[config.mk]
export PLATFORM = sky130hd
export DESIGN_NAME = ovl_seq_top
export DESIGN_NICKNAME = d
export VERILOG_FILES = /design/src/rtl/ovl_seq_pkg.sv /design/src/rtl/ovl_tick_timer.sv /design/src/rtl/ovl_fault_accum.sv /design/src/rtl/ovl_channel.sv /design/src/rtl/ovl_seq_top.sv
export SDC_FILE = /design/constraint.sdc
export NUM_CORES = 1
export LEC_CHECK = 0
export CAP_MARGIN = 20
export CELL_PAD_IN_SITES_DETAIL_PLACEMENT = 1
export CELL_PAD_IN_SITES_GLOBAL_PLACEMENT = 2
export CORE_UTILIZATION = 39
export CTS_CLUSTER_DIAMETER = 200
export DETAILED_ROUTE_END_ITERATION = 10
export GPL_TIMING_DRIVEN = 0
export PLACE_DENSITY = 0.88
export SYNTH_ARGS = -nofsm -noshare
export SYNTH_HDL_FRONTEND = slang
export SYNTH_HIERARCHICAL = 1
export SYNTH_SLANG_ARGS = --single-unit
[constraint.sdc]
create_clock -name clk -period 5.6 [get_ports clk]
set_input_delay 1.4 -clock clk [delete_from_list [all_inputs] [get_ports clk]]
set_output_delay 1.4 -clock clk [all_outputs]
set_load 0.01 [all_outputs]
[src/rtl/ovl_seq_pkg.sv]
package ovl_seq_pkg;
  typedef enum logic [1:0] {
    ST_RUN     = 2'd0,
    ST_RESTART = 2'd1,
    ST_FILTER  = 2'd2,
    ST_WINDOW  = 2'd3
  } ch_state_e;

  typedef struct packed {
    logic to_gnd;
    logic to_sup;
    logic load_short;
  } fault_t;
endpackage

[src/rtl/ovl_tick_timer.sv]
module ovl_tick_timer #(
  parameter int CW = 7
) (
  input  logic          clk,
  input  logic          rst_n,
  input  logic          clear,
  input  logic          tick,
  input  logic [CW-1:0] limit,
  output logic          expire
);
  logic [CW-1:0] cnt_q;

  assign expire = tick && !clear && (cnt_q == limit - 1'b1);

  always_ff @(posedge clk or negedge rst_n) begin
    if (!rst_n)        cnt_q <= '0;
    else if (clear)    cnt_q <= '0;
    else if (expire)   cnt_q <= '0;
    else if (tick)     cnt_q <= cnt_q + 1'b1;
  end
endmodule

[src/rtl/ovl_fault_accum.sv]
module ovl_fault_accum
  import ovl_seq_pkg::*;
(
  input  logic   clk,
  input  logic   rst_n,
  input  logic   in_window,
  input  logic   commit,
  input  fault_t cmp,
  output fault_t latched
);
  fault_t acc_q;

  always_ff @(posedge clk or negedge rst_n) begin
    if (!rst_n)          acc_q <= '1;
    else if (!in_window) acc_q <= '1;
    else                 acc_q <= acc_q & cmp;
  end

  always_ff @(posedge clk or negedge rst_n) begin
    if (!rst_n)      latched <= '0;
    else if (commit) latched <= acc_q & cmp;
  end
endmodule

[src/rtl/ovl_channel.sv]
module ovl_channel
  import ovl_seq_pkg::*;
#(
  parameter int FILTER_MS  = 1,
  parameter int WINDOW_MS  = 100,
  parameter int RESTART_MS = 1
) (
  input  logic   clk,
  input  logic   rst_n,
  input  logic   ms_tick,
  input  logic   diag_en,
  input  logic   rearm,
  input  logic   ovl,
  input  fault_t cmp,
  output logic   ch_en,
  output fault_t flags,
  output logic   perm,
  output logic   done
);
  localparam int MAXL = (WINDOW_MS > FILTER_MS) ?
                        ((WINDOW_MS > RESTART_MS) ? WINDOW_MS : RESTART_MS) :
                        ((FILTER_MS > RESTART_MS) ? FILTER_MS : RESTART_MS);
  localparam int CW = $clog2(MAXL + 1);

  ch_state_e     state_q, state_d;
  logic [CW-1:0] limit;
  logic          expire, abort, tmr_clr, closing;

  assign abort   = !diag_en && (state_q == ST_FILTER || state_q == ST_WINDOW);
  assign tmr_clr = (state_q == ST_RUN) || abort;
  assign closing = (state_q == ST_WINDOW) && expire;
  assign ch_en   = (state_q == ST_RUN);

  always_comb begin
    case (state_q)
      ST_FILTER: limit = CW'(FILTER_MS);
      ST_WINDOW: limit = CW'(WINDOW_MS);
      default:   limit = CW'(RESTART_MS);
    endcase
  end

  ovl_tick_timer #(.CW(CW)) u_timer (
    .clk(clk), .rst_n(rst_n), .clear(tmr_clr), .tick(ms_tick),
    .limit(limit), .expire(expire)
  );

  ovl_fault_accum u_accum (
    .clk(clk), .rst_n(rst_n), .in_window(state_q == ST_WINDOW),
    .commit(closing), .cmp(cmp), .latched(flags)
  );

  always_comb begin
    state_d = state_q;
    case (state_q)
      ST_RUN:     if (ovl) state_d = (diag_en && !done) ? ST_FILTER : ST_RESTART;
      ST_RESTART: if (expire && !ovl) state_d = ST_RUN;
      ST_FILTER:  if (abort) state_d = ST_RESTART;
                  else if (expire) state_d = ovl ? ST_WINDOW : ST_RUN;
      ST_WINDOW:  if (abort || expire) state_d = ST_RESTART;
      default:    state_d = ST_RUN;
    endcase
  end

  always_ff @(posedge clk or negedge rst_n) begin
    if (!rst_n) begin
      state_q <= ST_RUN;
      done    <= 1'b0;
      perm    <= 1'b0;
    end else begin
      state_q <= state_d;
      if (closing)              done <= 1'b1;
      else if (rearm || abort)  done <= 1'b0;
      if (closing)              perm <= 1'b1;
    end
  end

  assert_off_after_ovl_R2: assert property (@(posedge clk) disable iff (!rst_n)
    (ch_en && ovl) |=> !ch_en);
  assert_done_implies_perm_R8: assert property (@(posedge clk) disable iff (!rst_n)
    done |-> perm);
  assert_flags_move_on_close_R8: assert property (@(posedge clk) disable iff (!rst_n)
    !$stable(flags) |-> $rose(done));
  assert_rearm_clears_R7: assert property (@(posedge clk) disable iff (!rst_n)
    (rearm && state_q != ST_WINDOW) |=> !done);
  assert_abort_restart_R9: assert property (@(posedge clk) disable iff (!rst_n)
    abort |=> (!done && state_q == ST_RESTART && $stable(flags)));
  assert_no_window_when_done_R7: assert property (@(posedge clk) disable iff (!rst_n)
    (done && state_q == ST_RUN) |=> (state_q != ST_FILTER));
endmodule

[src/rtl/ovl_seq_top.sv]
module ovl_seq_top
  import ovl_seq_pkg::*;
#(
  parameter int NCH        = 4,
  parameter int FILTER_MS  = 1,
  parameter int WINDOW_MS  = 100,
  parameter int RESTART_MS = 1
) (
  input  logic           clk,
  input  logic           rst_n,
  input  logic           ms_tick,
  input  logic           diag_en,
  input  logic           rearm,
  input  logic [NCH-1:0] ovl,
  input  logic [NCH-1:0] cmp_gnd,
  input  logic [NCH-1:0] cmp_sup,
  input  logic [NCH-1:0] cmp_load,
  output logic [NCH-1:0] ch_en,
  output logic [NCH-1:0] flt_gnd,
  output logic [NCH-1:0] flt_sup,
  output logic [NCH-1:0] flt_load,
  output logic [NCH-1:0] flt_perm,
  output logic [NCH-1:0] cycle_done
);
  for (genvar c = 0; c < NCH; c++) begin : g_ch
    fault_t cmp_c, flg_c;
    assign cmp_c = '{to_gnd: cmp_gnd[c], to_sup: cmp_sup[c], load_short: cmp_load[c]};
    ovl_channel #(
      .FILTER_MS(FILTER_MS), .WINDOW_MS(WINDOW_MS), .RESTART_MS(RESTART_MS)
    ) u_ch (
      .clk(clk), .rst_n(rst_n), .ms_tick(ms_tick), .diag_en(diag_en),
      .rearm(rearm), .ovl(ovl[c]), .cmp(cmp_c), .ch_en(ch_en[c]),
      .flags(flg_c), .perm(flt_perm[c]), .done(cycle_done[c])
    );
    assign flt_gnd[c]  = flg_c.to_gnd;
    assign flt_sup[c]  = flg_c.to_sup;
    assign flt_load[c] = flg_c.load_short;
  end
endmodule

==> results of run 1 <==
-- worst register-to-register path, delay by kind of cell (launching register included) --
| kind | cells | cell delay, ns |
|---|---|---|
| buf+inv | 3 | 0.54 |
| compound gates | 3 | 0.90 |
| xor+xnor | 1 | 0.21 |
| fa+ha+maj | 1 | 0.31 |
| flops | 1 | 0.48 |
| simple gates | 5 | 1.22 |
-- per-layer routing --
metal / global-route usage / vias up / routed length [µm]
li1: - / 1812 / -
met1: 0.2497 / 1794 / 4920
met3: 0.03677 / 10 / 265
met5: 0 / - / 0
met4: 0.05284 / 0 / 114
met2: 0.3262 / 39 / 5054
-- power by group --
| part | total, W | internal (W) | switching (W) |
|---|---|---|---|
| sequential | 0.000743 | 0.000618 | 0.000125 |
| combinational | 0.000695 | 0.000347 | 0.000348 |
| clock | 0.000408 | 0.000206 | 0.000202 |
-- stage by stage --
| step | cells | setup WS [ns] |
|---|---|---|
| 2_1_floorplan | 516 | 2.634 |
| 3_3_place_gp | 700 | 0.6765 |
| 3_5_place_dp | 701 | 1.516 |
| 4_1_cts | 717 | 1.798 |
| 5_1_grt | 717 | 1.514 |
| 6_report | 717 | 1.877 |
-- registers in the layout (all words and copies together) (netlist names) --
name                       count
g_ch.u_ch/perm                 4
g_ch.u_ch/u_timer/cnt_q       28
g_ch.u_ch/u_accum/acc_q       12
g_ch.u_ch/done                 4
g_ch.u_ch/u_accum/latched     12
g_ch.u_ch/state_q              8
-- layout make-up --
type / count / area share
Sequential cell: 68 / 0.3178
Tap cell: 140 / 0.03243
Inverter: 36 / 0.02502
Timing Repair Buffer: 45 / 0.08617
Clock inverter: 6 / 0.01181
Buffer: 4 / 0.005559
Clock buffer: 10 / 0.02363
Multi-Input combinational cell: 408 / 0.4976
-- kinds of logic (layout without fill, tap and decap cells) --
| kind of cell | Yosys count | in the layout | synth area share |
|---|---|---|---|
| mux | 4 | 4 | 0.009122 |
| other cells | 4 | 52 | 0.003420 |
| buf+inv | 40 | 101 | 0.03763 |
| simple gates | 208 | 208 | 0.2668 |
| xor+xnor | 44 | 44 | 0.1003 |
| fa+ha+maj | 8 | 8 | 0.02281 |
| flops | 68 | 68 | 0.3911 |
| compound gates | 92 | 92 | 0.1688 |
-- final timing paths --
| kind | start | end | slack (ns) | cells after the start |
|---|---|---|---|---|
| max in group asynchronous | rst_n | g_ch[0].u_ch/u_accum/acc_q[0] | 4.20 | 2 |
| setup / recovery | g_ch[3].u_ch/state_q[1] | g_ch[3].u_ch/u_accum/latched[1] | 1.88 | 13 |
| setup reg to reg | g_ch[3].u_ch/state_q[1] | g_ch[3].u_ch/u_accum/latched[1] | 1.88 | 13 |
| hold / removal | g_ch[1].u_ch/perm | g_ch[1].u_ch/perm | 0.47 | 1 |
| min in group asynchronous | rst_n | g_ch[2].u_ch/state_q[1] | 1.03 | 2 |
| hold reg to reg | g_ch[1].u_ch/perm | g_ch[1].u_ch/perm | 0.47 | 1 |
-- Yosys cell counts (all sizes together) (12+ instances only) --
cell    count
nor2b      16
nand2      40
nand2b     12
dfstp      12
and2b      12
nor3       24
o21ai      32
nand3      20
nor2       28
dfrtp      56
xor2       24
xnor2      16
inv        36
==> qor.yml, run 1 <==
netlist.top_cell.by_area: "dfrtp_1"
seq_area_um2: 1717
cts_tree: "yes"
crit_fanout: 14
slowest_stage: "and2_1"
setup_viol: 0
max_stage_delay_ns: 0.56
multi_input_area_um2: 2688
crit_top_cell: "inv_1"
cp_top_family: "simple AND/OR/NAND/NOR gates"
cap_violations: 0
htreeDepth: 3
die_w_um: 108.1
io_pins: 45
antenna_found_initial: 0
netlist.area_leader.share: 0.3193
first_pass_iters: 4
diodes: 0
slew_headroom: 0.3648
placed_area_um2: 5210
ys_types: 43
synth_enable_flop_cells: 0
p_per_area_nw_per_um2: 341.7
critPathLaunchType: "flip-flop"
crit_buf_inv: 3
dp_hpwl_mm: 7.612
core_area_um2: 10890
cts_resized: 0
syn_inst: 468
yosysWarnings: 6
critPathArrivalTime_ns: 3.99
synth_top_flop_cell: "dfrtp_1"
drt-vias-per-instance: 5.098
drt-wirelength-per-cell_um: 14.44
setup_tns_ns: 0
cts_buffers: 9
mostFrequentLayoutCell: "dfrtp_1"
outcome: "finished clean"
layout.nets: 601
clock-sinks: 68
postLayoutCoreUtil: 0.4961
start_util: 0.4031
leakagePower_nw: 2.496
rows: 38
ir_drop_uv: 144.3
hp-class: "flip-flop to flip-flop"
hold_ws_ns: 0.4692
power_w: 0.001846
grt_pass1_wl_mm: 17.72
drive_gt1_frac: 0.1057
rsz0062_at_grt: "false"
grt-ovfl-total: 0
postLayoutCellArea_um2: 5401
syn_to_final_growth_pct: 23.06
dieArea_um2: 11680
syn_area_um2: 4389
cp-end-kind: "flip-flop"
fillers: 1320
clock-skew-final_ns: 0.005644
fin_crit_sh: 0.6648
grt_use_total: 0.1926
grt_pass1_vias: 3758
vias: 3655
hold_violations: 0
layout_common_cells: "dfrtp_1, conb_1, clkdlybuf4s50_1, nand2_1"
insertion_delay_ns: 0.35
syn_avg_cell_area_um2: 9.379
wirelength_mm: 10.35
async_reset_ff_frac: 1.000
synth.area.top_cells: "dfrtp_1, dfstp_2, xor2_1"
die_h_um: 108.1
clockBufferDepth: 2
fin_crit_ns: 3.723
path_clk_slew_ns: 0.08
seq_area_frac_synth: 0.3911
required_ns: 5.86
drtIter0Drc: 97
ys_ff_latch: 68
route.detailed.drc: 0
postRouteAntennaNets: 0
max_freq_mhz: 268.6
grt_max_degree: 69
worst_pin_slew_ns: 0.9498
postCtsHoldBufs: 0
cts_root_buf: "clkbuf_8"
crit_chain: "and2_1, inv_1, inv_1, ha_1, xnor3_1, nand4_1, a31o_1, a2111oi_4, nor2b_1, nand2_1, inv_2, nand3_1, o21ai_0"
place.gp.congestion: 0.7615
cts_setup_buffers: 0
io_buffers: 44
slew_viol_final: 0
worstSetupPathType: "flip-flop to flip-flop"
No activity file was read; power rests on OpenSTA's default activity.
==> inputs of run 2 (changes only) <==
Settings changed: CORE_UTILIZATION 39 to 36, PLACE_DENSITY 0.88 to 0.82.
Clock period 5.6 ns to 3.9 ns, I/O delays scaled along.
==> qor.yml, run 2 (same netlist as run 1, synthesis figures left out) <==
cap_violations: 0
grt_max_degree: 69
outcome: "finished clean"
slowest_stage: "a2111oi_4"
clock-sinks: 68
dp_hpwl_mm: 7.337
mostFrequentLayoutCell: "dfrtp_1"
dp.cells: 703
clock-skew-final_ns: 0.006570
worst_pin_slew_ns: 0.9547
required_ns: 4.15
wirelength_mm: 10.16
hold_violations: 0
postLayoutCoreUtil: 0.4696
antenna_found_initial: 0
layout_common_cells: "dfrtp_1, conb_1, clkdlybuf4s50_1, nand2_1"
first_pass_iters: 4
cp-end-kind: "flip-flop"
cts_setup_buffers: 0
max_stage_delay_ns: 0.51
drive_gt1_frac: 0.1061
cts_resized: 0
rows: 39
htreeDepth: 3
power_w: 0.002861
fin_crit_sh: 0.8947
largest_registers: "g_ch.u_ch/u_timer/cnt_q (28), g_ch.u_ch/u_accum/acc_q (12), g_ch.u_ch/u_accum/latched (12)"
crit_top_cell: "inv_1"
grt_pass1_vias: 3734
worstSetupPathType: "flip-flop to flip-flop"
dieArea_um2: 12640
crit_fanout: 14
cts_tree: "yes"
clockBufferDepth: 2
hp-start: "g_ch[1].u_ch/perm"
postCtsHoldBufs: 0
postLayoutCellArea_um2: 5477
placed_area_um2: 5186
fin_crit_ns: 3.489
p_per_area_nw_per_um2: 522.4
rsz0062_at_grt: "false"
slew_viol_final: 0
place.gp.congestion: 0.7209
cts_root_buf: "clkbuf_16"
largest_reg_flops: 28
syn_to_final_growth_pct: 24.77
vias: 3621
io_buffers: 44
reg2reg_from: "g_ch[2].u_ch/state_q[1]"
max_freq_mhz: 286.6
finalNonFillerCells: 718
drt-wirelength-per-cell_um: 14.16
crit_chain: "and2_2, inv_1, inv_1, ha_1, o21bai_1, a211o_1, a31o_1, a2111oi_4, nor2b_1, nand2_1, inv_2, nand3_1, o21ai_0"
drtIter0Drc: 131
postRouteAntennaNets: 0
drt-vias-per-instance: 5.043
grt_pass1_wl_mm: 17.79
hp-class: "flip-flop to flip-flop"
die_w_um: 112.4
critPathArrivalTime_ns: 3.74
setup_viol: 0
core_area_um2: 11660
regMostFlops: "g_ch.u_ch/u_timer/cnt_q"
layout.nets: 600
slew_headroom: 0.3616
path_clk_slew_ns: 0.05
leakagePower_nw: 2.533
insertion_delay_ns: 0.34
cp-startpoint: "g_ch[2].u_ch/state_q[1]"
diodes: 0
critPathLaunchType: "flip-flop"
start_util: 0.3764
grt_use_total: 0.1757
cts_buffers: 9
route.detailed.drc: 0
io_pins: 45
grt-ovfl-total: 0
die_h_um: 112.4
ir_drop_uv: 174.2
-- run 2: changes by cell type in the layout (fill, tap and decap cells not counted) --
cell        before  now
clkinv_2         2    1
and2_2           0    4
clkbuf_8         9    1
buf_16           1    0
clkbuf_16        0    9
clkinvlp_4       2    0
clkbuf_1         1    3
inv_6            1    0
and2_1           4    0
-- run 2: report_power, final --
part / switching (W) / internal (W)
Combinational: 0.000496 / 0.000498
Clock: 0.000295 / 0.000508
Sequential: 0.000175 / 0.000890
Total: 0.000965 / 0.00190
-- run 2: final timing paths --
| path | to | slack [ns] | cells past startpoint |
|---|---|---|---|
| max | g_ch[2].u_ch/u_accum/latched[1] | 0.41 | 13 |
| min | g_ch[1].u_ch/perm | 0.46 | 1 |
| max reg2reg | g_ch[2].u_ch/u_accum/latched[1] | 0.41 | 13 |
| min reg2reg | g_ch[1].u_ch/perm | 0.46 | 1 |
| max in group asynchronous | g_ch[2].u_ch/u_timer/cnt_q[4] | 2.56 | 1 |
| min in group asynchronous | g_ch[3].u_ch/u_accum/latched[2] | 0.77 | 1 |
-- run 2: cell type report --
| cell class | instances | area [µm²] |
|---|---|---|
| Clock inverter | 2 | 35.03 |
| Clock buffer | 13 | 250.2 |
| Multi-Input combinational cell | 408 | 2693 |
| Inverter | 36 | 135.1 |
| Sequential cell | 68 | 1717 |
| Tap cell | 143 | 178.9 |
| Buffer | 4 | 30.03 |
| Timing Repair Buffer | 44 | 437.9 |
| Fill cell | 1356 | 6186 |
-- run 2: stage by stage --
stage	setup slack [ns]	hold slack [ns]	setup TNS, ns
after CTS	0.1109	0.4687	0
after global routing	0.02363	0.4854	0
after detailed placement	0.1400	0.4542	0
final	0.4107	0.4632	0
after floorplan	0.9341	0.4464	0
after global placement	-0.5574	0.4472	-30.94
-- run 2: worst max-delay path: cells and delay by family, from the launching register on --
| family | cells | cell delay (ns) |
|---|---|---|
| buf+inv | 3 | 0.43 |
| compound gates | 5 | 1.31 |
| fa+ha+maj | 1 | 0.30 |
| flops | 1 | 0.46 |
| simple gates | 4 | 0.87 |
-- run 2: per-layer routing --
layer | share of wire | GRT usage | vias up
li1 | - | - | 1805
met1 | 0.49 | 0.2285 | 1761
met2 | 0.47 | 0.2957 | 43
met3 | 0.026 | 0.03024 | 12
met4 | 0.014 | 0.06133 | 0
met5 | 0 | 0 | -
